===== src/rtl/can_unstuff_pkg.sv =====
package can_unstuff_pkg;

  // Classification of one raw bit.
  typedef enum logic [1:0] {
    CLS_DATA  = 2'd0,
    CLS_STUFF = 2'd1,
    CLS_ERR   = 2'd2
  } bit_cls_e;

endpackage


===== src/rtl/can_unstuff_hist.sv =====
// Tracks the length and value of the current run of equal raw bits.
module can_unstuff_hist
  import can_unstuff_pkg::*;
#(
  parameter int RUN_LEN = 5,
  localparam int CNT_W = $clog2(RUN_LEN + 1)
) (
  input  logic             clk,
  input  logic             rst,
  input  logic             sof,
  input  logic             raw_vld,
  input  logic             raw_bit,
  input  bit_cls_e         cls,
  output logic [CNT_W-1:0] run_cnt,
  output logic             run_val
);

  logic [CNT_W-1:0] cnt_q;
  logic             val_q;
  logic [CNT_W-1:0] cnt_d;
  logic             val_d;

  // A start of frame in the same cycle hides the stored run.
  assign run_cnt = sof ? '0 : cnt_q;
  assign run_val = val_q;

  always_comb begin
    cnt_d = run_cnt;
    val_d = val_q;
    if (raw_vld) begin
      unique case (cls)
        CLS_STUFF: begin
          cnt_d = CNT_W'(1);
          val_d = raw_bit;
        end
        CLS_ERR: begin
          cnt_d = '0;
        end
        default: begin
          if (run_cnt == '0 || raw_bit != val_q)
            cnt_d = CNT_W'(1);
          else if (run_cnt < CNT_W'(RUN_LEN))
            cnt_d = run_cnt + CNT_W'(1);
          else
            cnt_d = run_cnt;
          val_d = raw_bit;
        end
      endcase
    end
  end

  always_ff @(posedge clk) begin
    if (rst) begin
      cnt_q <= '0;
      val_q <= 1'b1;
    end else begin
      cnt_q <= cnt_d;
      val_q <= val_d;
    end
  end

endmodule


===== src/rtl/can_unstuff_class.sv =====
// Decides whether the current raw bit is data, a stuff bit or a violation.
module can_unstuff_class
  import can_unstuff_pkg::*;
#(
  parameter int RUN_LEN = 5,
  localparam int CNT_W = $clog2(RUN_LEN + 1)
) (
  input  logic [CNT_W-1:0] run_cnt,
  input  logic             run_val,
  input  logic             raw_bit,
  input  logic             stuff_off,
  output bit_cls_e         cls
);

  always_comb begin
    if (stuff_off || run_cnt < CNT_W'(RUN_LEN))
      cls = CLS_DATA;
    else if (raw_bit != run_val)
      cls = CLS_STUFF;
    else
      cls = CLS_ERR;
  end

endmodule


===== src/rtl/can_unstuff_oreg.sv =====
// Registered output stage.
module can_unstuff_oreg
  import can_unstuff_pkg::*;
(
  input  logic     clk,
  input  logic     rst,
  input  logic     raw_vld,
  input  logic     raw_bit,
  input  bit_cls_e cls,
  output logic     dat_vld,
  output logic     dat_bit,
  output logic     stuff_err
);

  always_ff @(posedge clk) begin
    if (rst) begin
      dat_vld   <= 1'b0;
      dat_bit   <= 1'b1;
      stuff_err <= 1'b0;
    end else begin
      dat_vld   <= raw_vld && (cls == CLS_DATA);
      stuff_err <= raw_vld && (cls == CLS_ERR);
      if (raw_vld && cls == CLS_DATA)
        dat_bit <= raw_bit;
    end
  end

endmodule


===== src/rtl/can_unstuff.sv =====
module can_unstuff
  import can_unstuff_pkg::*;
#(
  parameter int RUN_LEN = 5
) (
  input  logic clk,
  input  logic rst,
  input  logic sof,
  input  logic raw_vld,
  input  logic raw_bit,
  input  logic stuff_off,
  output logic dat_vld,
  output logic dat_bit,
  output logic stuff_err
);

  localparam int CNT_W = $clog2(RUN_LEN + 1);

  logic [CNT_W-1:0] run_cnt;
  logic             run_val;
  bit_cls_e         cls;

  can_unstuff_hist #(.RUN_LEN(RUN_LEN)) i_hist (
    .clk     (clk),
    .rst     (rst),
    .sof     (sof),
    .raw_vld (raw_vld),
    .raw_bit (raw_bit),
    .cls     (cls),
    .run_cnt (run_cnt),
    .run_val (run_val)
  );

  can_unstuff_class #(.RUN_LEN(RUN_LEN)) i_class (
    .run_cnt   (run_cnt),
    .run_val   (run_val),
    .raw_bit   (raw_bit),
    .stuff_off (stuff_off),
    .cls       (cls)
  );

  can_unstuff_oreg i_oreg (
    .clk       (clk),
    .rst       (rst),
    .raw_vld   (raw_vld),
    .raw_bit   (raw_bit),
    .cls       (cls),
    .dat_vld   (dat_vld),
    .dat_bit   (dat_bit),
    .stuff_err (stuff_err)
  );

endmodule


===== config.mk =====
export PLATFORM = sky130hd
export DESIGN_NAME = can_unstuff
export DESIGN_NICKNAME = d
export VERILOG_FILES = /design/src/rtl/can_unstuff_pkg.sv /design/src/rtl/can_unstuff_hist.sv /design/src/rtl/can_unstuff_class.sv /design/src/rtl/can_unstuff_oreg.sv /design/src/rtl/can_unstuff.sv
export SDC_FILE = /design/constraint.sdc
export NUM_CORES = 1
export LEC_CHECK = 0
export ABC_AREA = 1
export BUFFER_PORTS_ARGS = -buffer_cell sky130_fd_sc_hd__clkbuf_2
export CAP_MARGIN = 30
export CORE_AREA = 2 2 39 41
export CTS_CLUSTER_SIZE = 8
export DETAILED_ROUTE_END_ITERATION = 12
export DIE_AREA = 0 0 41 43
export PLACE_DENSITY = 0.63
export SLEW_MARGIN = 25
export SYNTH_ARGS = -nofsm -noshare
export SYNTH_HDL_FRONTEND = slang
export SYNTH_HIERARCHICAL = 1
export SYNTH_SLANG_ARGS = --single-unit

===== constraint.sdc =====
create_clock -name clk -period 2.1 [get_ports clk]
set_input_delay 0.21 -clock clk [delete_from_list [all_inputs] [get_ports clk]]
set_output_delay 0.21 -clock clk [all_outputs]
set_load 0.02 [all_outputs]

==> impl_results.md, run 1 <==
* Status: completed
* Synth Warn # at 6
* Fin crit share at 0.839
* Initial Utilization at 0.345
* Nets at 104
* Clock Skews at between 1.5 and 2 ps
* Routed vias at 496
* CTS tree: done
* Routed WL at roughly 960 um
* Slew Limit Fails at 0
* FF-to-FF End: i_hist/cnt_q[0]$_SDFF_PP0_
* Hold buffers post-CTS at 0
* Register share of total power at 0.469
* Mapped cell area at 478 um2
* CP peak stage delay at 380 ps
* CP Buf/Inv Count at 2
* Drt wl/cell at 8.62 um
* P_sw at 0.0000771 W
* TNS Setup at 0 ps
* # clock sinks at 7
* RSZ-0062 raised after global routing: false
* Hold endpoint: i_hist/cnt_q[2]$_SDFF_PP0_
* Reg-to-reg startpoint: i_hist/cnt_q[2]$_SDFF_PP0_
* IO Port Bufs at 8
* CP endpoint kind: flop
* Io pins at 9
* Detail Placement HPWL at 765 um
* Total Power at just over 0.0003 W
* Largest net degree at the start of global routing at 8
* Worst IR Drop VDD at 381 uV
* R2R Setup Slk at 340 ps
* Internal power at 0.000226 W
* CP required at ~2300 ps
* Clock Path Buffers at 2
* Number of global-route vias before repair at between 300 and 400
* Total gr overflow at 0
* Synth Net Count at 90
* Startpoint Class: flop
* Synth-to-layout area growth at 19.6%
* Endpoints failing hold at 0
* Worst hold start: rst
* Cell repeated most along the worst path: nand2_1
* Vias per cell at 4.47
* Root buf cell: clkbuf_4
* Min Clock Period, post-route at ~1800 ps
* Worst skew pair latency at 250 ps
* H-tree lvl count at 1
* Area leader, netlist: dfxtp_1
* Post-placement cell count at 107
* Share of cells above drive strength 1 at 0.242
* Syn avg cell area at 5.83 um2
* Chip Width at around 40 um
* Depth of the most critical reg-to-reg path at 12
* Die Ht at 43 um
* Overall routing resource usage at 0.128
* Antenna cells at 0
* Worst Tran Pin Value at between 300 and 400 ps
* FF+latch count, synth at 7
* Critical-path cell list: nand2_2 > inv_1 > inv_1 > nor2_1 > nand2_1 > nor2_1 > ha_1 > nand2_1 > nor2_1 > nand2_1 > nand2_1 > a21oi_1
* Pre-Repair DR Iteration Count at 3
* Synth Instances at 82
* Max_slew headroom at 0.797
* Post-route ant nets at 0
* Worst path top cell family by delay: simple AND/OR/NAND/NOR gates
* Dpl ws at 305 ps
* Synth top area cells: dfxtp_1 (29%), nand2_1 (24%), inv_1 (9.4%)
* Max Cap Viol at 0
* Final WS setup at 338 ps
* Unique masters post-synth at 14
* Postcts setup bufs at 0
* Comb pwr share at 0.140
* Max Fanout on Critical Path at 5
* Final std cells w/o fill at 111
* Core area at ~1400 um2
* Clock power frac at 0.391
* Pleak at 0.333 nW
* Top-area cell type share of the netlist area at 0.293
* Sw frac at 0.254
* TritonCTS Buffers at 3
* Crit path kind: flop to flop
* Fin util at 0.413
* Hold path depth at 2
* DRC at 0
* P per Cell Area at 530 nW/um2
* Clock-pin slew on the worst setup and hold paths at 50 ps
* Min-Delay Path Class: input pin to flop
* Fmax at about 570 MHz
* Arrival time at the worst endpoint at 1940 ps
* Row Count at 14
* Initial antenna violation count at 0
* Die area at approximately 1800 um2
* Seq/Total Area, Yosys at 0.293
* 1st-iter DRT viols at 10
* PostCTS Resize Cnt at 0
* First-pass GRT wire length at ~1500 um
* CP max-delay cell: dfxtp_1
* Final setup fails at 0
* Final GP Congestion at 0.706
layer usage:
| layer | vias to the layer above | GRT usage | part of all wire |
|---|---|---|---|
| met4 | 0 | 0.0400 | 0 |
| met5 | - | 0 | 0 |
| li1 | 275 | - | - |
| met2 | 10 | 0.181 | 0.44 |
| met3 | 0 | 0.0785 | 0.038 |
| met1 | 211 | 0.154 | 0.52 |
cell type report:
class                   instances  area [um2]
fillers                       154         812
multi-input cells              59         278
flip-flops and latches          7         140
inverters                      16        60.1
repair buffers                  9        47.5
clock buffers                   4        26.3
well taps                      16        20.0
cell usage after synthesis (all sizes together):
cell type / number
dfxtp: 7
nor2: 12
o21ai: 2
inv: 16
a21oi: 4
nand3b: 1
nand2: 32
ha: 2
nand3: 5
nor3: 1
worst register-to-register path: stages (launching register included):
cell and delay (ps):
dfxtp_1 380, nand2_2 110, inv_1 90, inv_1 40
nor2_1 100, nand2_1 80, nor2_1 260, ha_1 330
nand2_1 80, nor2_1 40, nand2_1 40, nand2_1 40
a21oi_1 110
sequential cells by signal, indices dropped and copies added, names as in the netlist:
| name | cells |
|---|---|
| i_oreg/dat_vld | 1 |
| i_hist/run_val | 1 |
| i_oreg/dat_bit | 1 |
| i_hist/cnt_q | 3 |
| i_oreg/stuff_err | 1 |
per-stage QoR:
step	hold WS, ps	instance area (um2)
2_1_floorplan	272	478
3_3_place_gp	441	546
3_5_place_dp	453	546
4_1_cts	219	572
5_1_grt	229	572
6_report	231	572
kinds of logic (layout without fill, tap and decap cells):
logic type | Yosys count | in the layout | synth area share
DFF | 7 | 7 | 0.293
AOI/OAI and AO/OA | 6 | 6 | 0.0785
and+or+nand+nor | 51 | 51 | 0.450
buffers and inverters | 16 | 29 | 0.126
adders and majority gates | 2 | 2 | 0.0523
placed cells by master (no fill, tap or decap), types with 2 or more instances in the layout:
master / count
nand2_1: 30
inv_1: 12
nor2_1: 9
clkbuf_2: 8
dfxtp_1: 7
nand3_1: 5
inv_2: 4
clkbuf_4: 3
nor2_2: 3
nand2_2: 2
o21ai_1: 2
a21oi_2: 2
a21oi_1: 2
ha_1: 2
power by group through the flow:
stage                     sequential [W]  clock, W  combinational, W
after floorplan                 0.000147         0         0.0000249
after global placement          0.000145         0         0.0000422
after detailed placement        0.000145         0         0.0000426
after CTS                       0.000142  0.000124         0.0000428
after global routing            0.000143  0.000131         0.0000485
final                           0.000142  0.000119         0.0000424
worst max path at each step:
stage                                           from                          to  slack [ps]  depth (start not counted)
after CTS                 i_hist/cnt_q[2]$_SDFF_PP0_  i_hist/cnt_q[0]$_SDFF_PP0_         320                         12
after floorplan           i_hist/cnt_q[2]$_SDFF_PP0_  i_hist/cnt_q[0]$_SDFF_PP0_         490                         13
after global routing      i_hist/cnt_q[2]$_SDFF_PP0_  i_hist/cnt_q[0]$_SDFF_PP0_         160                         12
after detailed placement                         sof  i_hist/cnt_q[0]$_SDFF_PP0_         310                         14
after global placement                           sof  i_hist/cnt_q[0]$_SDFF_PP0_         370                         14
final                     i_hist/cnt_q[2]$_SDFF_PP0_  i_hist/cnt_q[0]$_SDFF_PP0_         340                         12
(Power assumes the default switching activity.)
==> inputs of run 2 (changes only) <==
==> constraint.sdc (replaced) <==
create_clock -name clk -period 1.7 [get_ports clk]
set_input_delay 0.17 -clock clk [delete_from_list [all_inputs] [get_ports clk]]
set_output_delay 0.17 -clock clk [all_outputs]
set_load 0.02 [all_outputs]
==> run 2 against run 1 <==
  * Via count decreased by 2.6%
  * Worst hold slack got worse by 54 ps
  * Final area is 10% higher
  * Global-route usage increased by 0.20 points
  * Setup slack lost 200 ps
  * Sequential power is 23% higher
  * Combinational power increased by 36%
  * Critical path type unchanged
  * Critical endpoint unchanged
==> impl_results.md, run 2 (synthesis gave the netlist of run 1 again) <==
* Status: completed
* CTS tree: done
* Chip Width at 41 um (unchanged)
* Clock Path Buffers at 2 (unchanged)
* 1st-iter DRT viols at 12 (+2)
* CP peak stage delay at 370 ps (about the same)
* Hold path depth at 2 (unchanged)
* DRC at 0 (unchanged)
* Depth of the most critical reg-to-reg path at 13 (+1)
* TritonCTS Buffers at 3 (unchanged)
* Fmax at 642 MHz (+13%)
* Arrival time at the worst endpoint at 1700 ps (-240 ps)
* Reg-to-reg startpoint: i_hist/cnt_q[1]$_SDFF_PP0_
* Fin crit share at 0.916 (+0.0774)
* First-pass GRT wire length at 1500 um (+1.4%)
* CP max-delay cell: dfxtp_1
* Pleak at 0.355 nW (+6.4%)
* Root buf cell: clkbuf_4
* Min-Delay Path Class: input pin to flop
* Io pins at 9 (unchanged)
* Max FFs per register at 3 (unchanged)
* Clock-pin slew on the worst setup and hold paths at 50 ps (about the same)
* CP required at 1840 ps (-440 ps)
* Biggest register: i_hist/cnt_q
* Overall routing resource usage at 0.130 (+0.00201)
* Filler cell count at 151 (-1.9%)
* Slew Limit Fails at 0 (unchanged)
* IO Port Bufs at 8 (unchanged)
* Comb pwr share at 0.150 (+0.010)
* Worst Tran Pin Value at 196 ps (-107 ps)
* Critical-path cell list: nand2_2 > inv_2 > inv_1 > nand2_1 > nand2_2 > nor2_4 > inv_2 > ha_4 > nand2_1 > nor2_1 > nand2_1 > nand2_1 > a21oi_1
* Internal power at 0.000281 W (+24%)
* Initial antenna violation count at 0 (unchanged)
* Routed vias at 483 (-2.6%)
* Min Clock Period, post-route at 1560 ps (-204 ps)
* Total gr overflow at 0 (unchanged)
* Drt wl/cell at 8.65 um (+0.35%)
* Die area at 1760 um2 (unchanged)
* Number of global-route vias before repair at 381 (-1.8%)
* Cell repeated most along the worst path: nand2_1
* Final GP Congestion at 0.748 (+6.0%)
* Detail Placement HPWL at 772 um (+0.98%)
* RSZ-0062 raised after global routing: false
* Commonest non-fill, non-tap cell in the layout: nand2_1
* CP endpoint kind: flop
* Clock power frac at 0.397 (+0.006)
* Antenna cells at 0 (unchanged)
* Pre-Repair DR Iteration Count at 3 (unchanged)
* Crit path kind: flop to flop
* Core area at 1380 um2 (unchanged)
* Clock Skews at 1.57 ps (-0.170 ps)
* Final std cells w/o fill at 115 (+3.6%)
* Initial Utilization at 0.345 (unchanged)
* Worst skew pair latency at 250 ps (about the same)
* Total Power at 0.000385 W (+27%)
* Row Count at 14 (unchanged)
* TNS Setup at 0 ps (unchanged)
* Max Fanout on Critical Path at 3 (-2)
* Post-placement cell count at 110 (+2.8%)
* Register area at 141 um2 (+0.89%)
* # clock sinks at 7 (unchanged)
* Register share of total power at 0.453 (-0.016)
* Area taken by multi-input logic gates at 305 um2 (+9.9%)
* Commonest cells after routing, fill and taps aside: nand2_1 (29), inv_1 (11), clkbuf_2 (8), nor2_1 (6), dfxtp_1 (6)
* Hold endpoint: i_hist/cnt_q[2]$_SDFF_PP0_
* Fin util at 0.456 (+0.0425)
* Startpoint Class: flop
* P per Cell Area at 610 nW/um2 (+15%)
* Max_slew headroom at 0.869 (+0.0720)
* FF-to-FF End: i_hist/cnt_q[0]$_SDFF_PP0_
* Share of cells above drive strength 1 at 0.343 (+0.101)
* Vias per cell at 4.20 (-6.0%)
* P_sw at 0.000104 W (+34%)
* Worst IR Drop VDD at 280 uV (-27%)
* Worst hold start: rst
* Routed WL at 995 um (+4.0%)
* Nets at 108 (+3.8%)
* Sw frac at 0.269 (+0.0148)
* Endpoints failing hold at 0 (unchanged)
* Die Ht at 43 um (unchanged)
* Worst hold slack at 177 ps (-54.0 ps)
* Final setup fails at 0 (unchanged)
* R2R Setup Slk at 140 ps (-200 ps)
* H-tree lvl count at 1 (unchanged)
* Max Cap Viol at 0 (unchanged)
* Largest net degree at the start of global routing at 8 (unchanged)
* Post-route ant nets at 0 (unchanged)
* Synth-to-layout area growth at 31.9%
[run 2: power groups by stage]
stage               registers, W  clock network, W  logic (W)
CTS                     0.000174          0.000161  0.0000557
detailed placement      0.000178                 0  0.0000554
global route            0.000175          0.000170  0.0000661
finish                  0.000174          0.000153  0.0000575
floorplan               0.000182                 0  0.0000307
global placement        0.000178                 0  0.0000547
[run 2: stage by stage]
step	area (um2)	worst slack [ps]
5_1_grt	631	24.1
4_1_cts	594	50.8
3_3_place_gp	568	62.0
6_report	631	142
3_5_place_dp	568	55.8
2_1_floorplan	478	88.7
[run 2: routing by layer]
metal	track usage	vias up	wire, um	part of all wire
met5	0	-	0	0
met4	0.0600	0	0	0
met3	0.0471	0	26	0.026
met2	0.172	6	469	0.47
met1	0.180	198	498	0.50
li1	-	279	-	-
[run 2: worst max-delay path, delay by kind of cell (launching register included)]
kind | cells | cell delay, ps
AND/OR/NAND/NOR | 8 | 610
buffers and inverters | 3 | 160
adder cells (fa/ha/maj) | 1 | 260
AO/OA/AOI/OAI | 1 | 50
flip-flops | 1 | 370
[run 2: worst max-delay path by stage]
stage | startpoint | endpoint | slack (ps) | cells after the start
global placement | sof | i_hist/cnt_q[0]$_SDFF_PP0_ | 60 | 15
detailed placement | sof | i_hist/cnt_q[0]$_SDFF_PP0_ | 60 | 15
floorplan | i_hist/cnt_q[2]$_SDFF_PP0_ | i_hist/cnt_q[0]$_SDFF_PP0_ | 90 | 13
CTS | i_hist/cnt_q[2]$_SDFF_PP0_ | i_hist/cnt_q[1]$_SDFF_PP0_ | 50 | 12
finish | i_hist/cnt_q[1]$_SDFF_PP0_ | i_hist/cnt_q[0]$_SDFF_PP0_ | 140 | 13
global route | i_hist/cnt_q[2]$_SDFF_PP0_ | i_hist/cnt_q[0]$_SDFF_PP0_ | 20 | 13
[run 2: what timing repair did]
item,in CTS,in global routing
hold buffers,0,0
gates resized for setup,0,8
buffers inserted,0,1
setup endpoints to repair,0,3
[run 2: cell type report]
class,count,area share
repair buffers,13,0.123
inverters,16,0.0952
clock buffers,4,0.0417
well taps,16,0.0317
flip-flops and latches,7,0.224
multi-input cells,59,0.484
==> inputs of run 3 (changes only) <==
--- a/config.mk
+++ b/config.mk
@@ -9,6 +9,7 @@
 export BUFFER_PORTS_ARGS = -buffer_cell sky130_fd_sc_hd__clkbuf_2
 export CAP_MARGIN = 30
 export CORE_AREA = 2 2 39 41
+export CTS_BUF_LIST = sky130_fd_sc_hd__clkbuf_8
 export CTS_CLUSTER_SIZE = 8
 export DETAILED_ROUTE_END_ITERATION = 12
 export DIE_AREA = 0 0 41 43
==> run 3 against run 2 <==
  * Clock-buffer cell count is 1 lower
  * Non-clock buffer count is the same
  * Combinational power up 0.7%
  * Via count down 0.21%
  * Sequential share of layout area decreased by 0.65 points
  * Utilization grew 1.4 points
  * Sequential power about the same
  * Setup slack lost 4.5 ps
  * Worst hold slack better by 26 ps
  * Cell count is the same
  * Sequential cell count unchanged
  * Register-to-register slack barely moved
==> impl_results.md, run 3 (synthesis gave the netlist of run 1 again) <==
* Fin util at 0.469 (+0.0136)
* Overall routing resource usage at 0.132 (+0.00201)
* # clock sinks at 7 (unchanged)
* Fmax at 640 MHz (-0.29%)
* CTS tree: done
* Root buf cell: clkbuf_8
* Chip Width at 41 um (unchanged)
* Max Cap Viol at 0 (unchanged)
* Routed vias at 482 (-0.21%)
* Initial antenna violation count at 0 (unchanged)
* Max_slew headroom at 0.863 (-0.00574)
* Post-route ant nets at 0 (unchanged)
* DRC at 0 (unchanged)
* Worst Tran Pin Value at 205 ps (+8.60 ps)
* Min Clock Period, post-route at 1560 ps (+4.49 ps)
* Min-Delay Path Class: input pin to flop
* Row Count at 14 (unchanged)
* Cell repeated most along the worst path: nand2_1
* Fin crit share at 0.919 (+0.00264)
* Total gr overflow at 0 (unchanged)
* Clock-pin slew on the worst setup and hold paths at 40 ps (about the same)
* Largest net degree at the start of global routing at 8 (unchanged)
* Worst skew pair latency at 220 ps (-30 ps)
* Startpoint Class: flop
* Max Fanout on Critical Path at 3 (unchanged)
* IO Port Bufs at 8 (unchanged)
* Pre-Repair DR Iteration Count at 4 (+1)
* P per Cell Area at 713 nW/um2 (+17%)
* Nets at 108 (unchanged)
* RSZ-0062 raised after global routing: false
* Clock Path Buffers at 2 (unchanged)
* CP max-delay cell: dfxtp_1
* CP endpoint kind: flop
* CP required at 1810 ps (-30 ps)
* Worst IR Drop VDD at 323 uV (+16%)
* Core area at 1380 um2 (unchanged)
* Worst hold slack at 203 ps (+25.7 ps)
* Slew Limit Fails at 0 (unchanged)
* CP peak stage delay at 370 ps (about the same)
* H-tree lvl count at 1 (unchanged)
* Max FFs per register at 3 (unchanged)
* 1st-iter DRT viols at 14 (+2)
* Endpoints failing hold at 0 (unchanged)
* Pleak at 0.366 nW (+3.4%)
* Arrival time at the worst endpoint at 1670 ps (-30 ps)
* Critical-path cell list: nand2_2 > inv_2 > inv_1 > nand2_1 > nand2_2 > nor2_4 > inv_2 > ha_4 > nand2_1 > nor2_1 > nand2_1 > nand2_1 > a21oi_1
* Commonest cells after routing, fill and taps aside: nand2_1 (29), inv_1 (12), clkbuf_2 (8), nor2_1 (6), dfxtp_1 (6)
* Final setup fails at 0 (unchanged)
* Antenna cells at 0 (unchanged)
* Share of cells above drive strength 1 at 0.343 (unchanged)
* Io pins at 9 (unchanged)
* Routed WL at 1020 um (+2.4%)
* TNS Setup at 0 ps (unchanged)
* Commonest non-fill, non-tap cell in the layout: nand2_1
* Biggest register: i_hist/cnt_q
* Number of global-route vias before repair at 378 (-0.79%)
* Synth-to-layout area growth at 35.9%
* TritonCTS Buffers at 3 (unchanged)
* Vias per cell at 4.19 (-0.21%)
* Drt wl/cell at 8.86 um (+2.4%)
* Final GP Congestion at 0.748 (unchanged)
* Detail Placement HPWL at 772 um (unchanged)
* Hold buffers post-CTS at 0 (unchanged)
* Clock Skews at 1.44 ps (-0.129 ps)
* Crit path kind: flop to flop
* Initial Utilization at 0.345 (unchanged)
* Die Ht at 43 um (unchanged)
* First-pass GRT wire length at 1520 um (+0.93%)
* Status: completed
* Die area at 1760 um2 (unchanged)
==> run 3: changes by cell type in the layout (fill, tap and decap cells not counted) <==
cell,previous run,this run
clkbuf_4,3,0
inv_1,11,12
clkbuf_8,0,3
clkbuf_1,1,0
==> run 3: per-stage QoR <==
step                setup slack [ps]  area (um2)  total power (W)  std cells
global placement                62.0         568         0.000232        110
floorplan                       88.7         478         0.000212         82
CTS                             52.9         613         0.000472        114
global route                    19.5         649         0.000490        115
finish                           138         649         0.000463        115
detailed placement              55.8         568         0.000233        110
==> run 3: routing by layer <==
layer | vias to the layer above | wire (um) | global-route usage
li1 | 277 | - | -
met1 | 199 | 516 | 0.180
met2 | 6 | 475 | 0.178
met3 | 0 | 27 | 0.0471
met4 | 0 | 0 | 0.0600
met5 | - | 0 | 0
==> run 3: where the power goes <==
part | internal (W) | switching, W
Clock | 0.000156 | 0.0000738
Sequential | 0.000171 | 0.00000405
Combinational | 0.0000210 | 0.0000369
Total | 0.000348 | 0.000115
==> run 3: final cells by class <==
| class | count | area (um2) |
|---|---|---|
| fillers | 150 | 734 |
| well taps | 16 | 20.0 |
| inverters | 16 | 60.1 |
| clock inverters | 1 | 3.75 |
| repair buffers | 13 | 77.6 |
| clock buffers | 3 | 41.3 |
| flip-flops and latches | 7 | 141 |
| multi-input cells | 59 | 305 |
==> run 3: worst paths after layout <==
path / start / cells after the start / slack, ps / endpoint
hold reg to reg: i_oreg/dat_bit$_SDFFE_PP1P_ / 2 / 460 / i_oreg/dat_bit$_SDFFE_PP1P_
setup reg to reg: i_hist/cnt_q[1]$_SDFF_PP0_ / 13 / 140 / i_hist/cnt_q[0]$_SDFF_PP0_
setup / recovery: i_hist/cnt_q[1]$_SDFF_PP0_ / 13 / 140 / i_hist/cnt_q[0]$_SDFF_PP0_
hold / removal: raw_vld / 3 / 200 / i_oreg/stuff_err$_SDFF_PP0_
==> run 3: repair_timing <==
action / in CTS / in global routing
setup endpoints to repair: 0 / 3
resized for setup: 0 / 8
setup buffers: 0 / 1
==> run 3: critical path: cells and delay by family, from the launching register on <==
| kind | cells | cell delay, ps |
|---|---|---|
| adder cells (fa/ha/maj) | 1 | 260 |
| flip-flops | 1 | 370 |
| AO/OA/AOI/OAI | 1 | 50 |
| buffers and inverters | 3 | 160 |
| AND/OR/NAND/NOR | 8 | 620 |
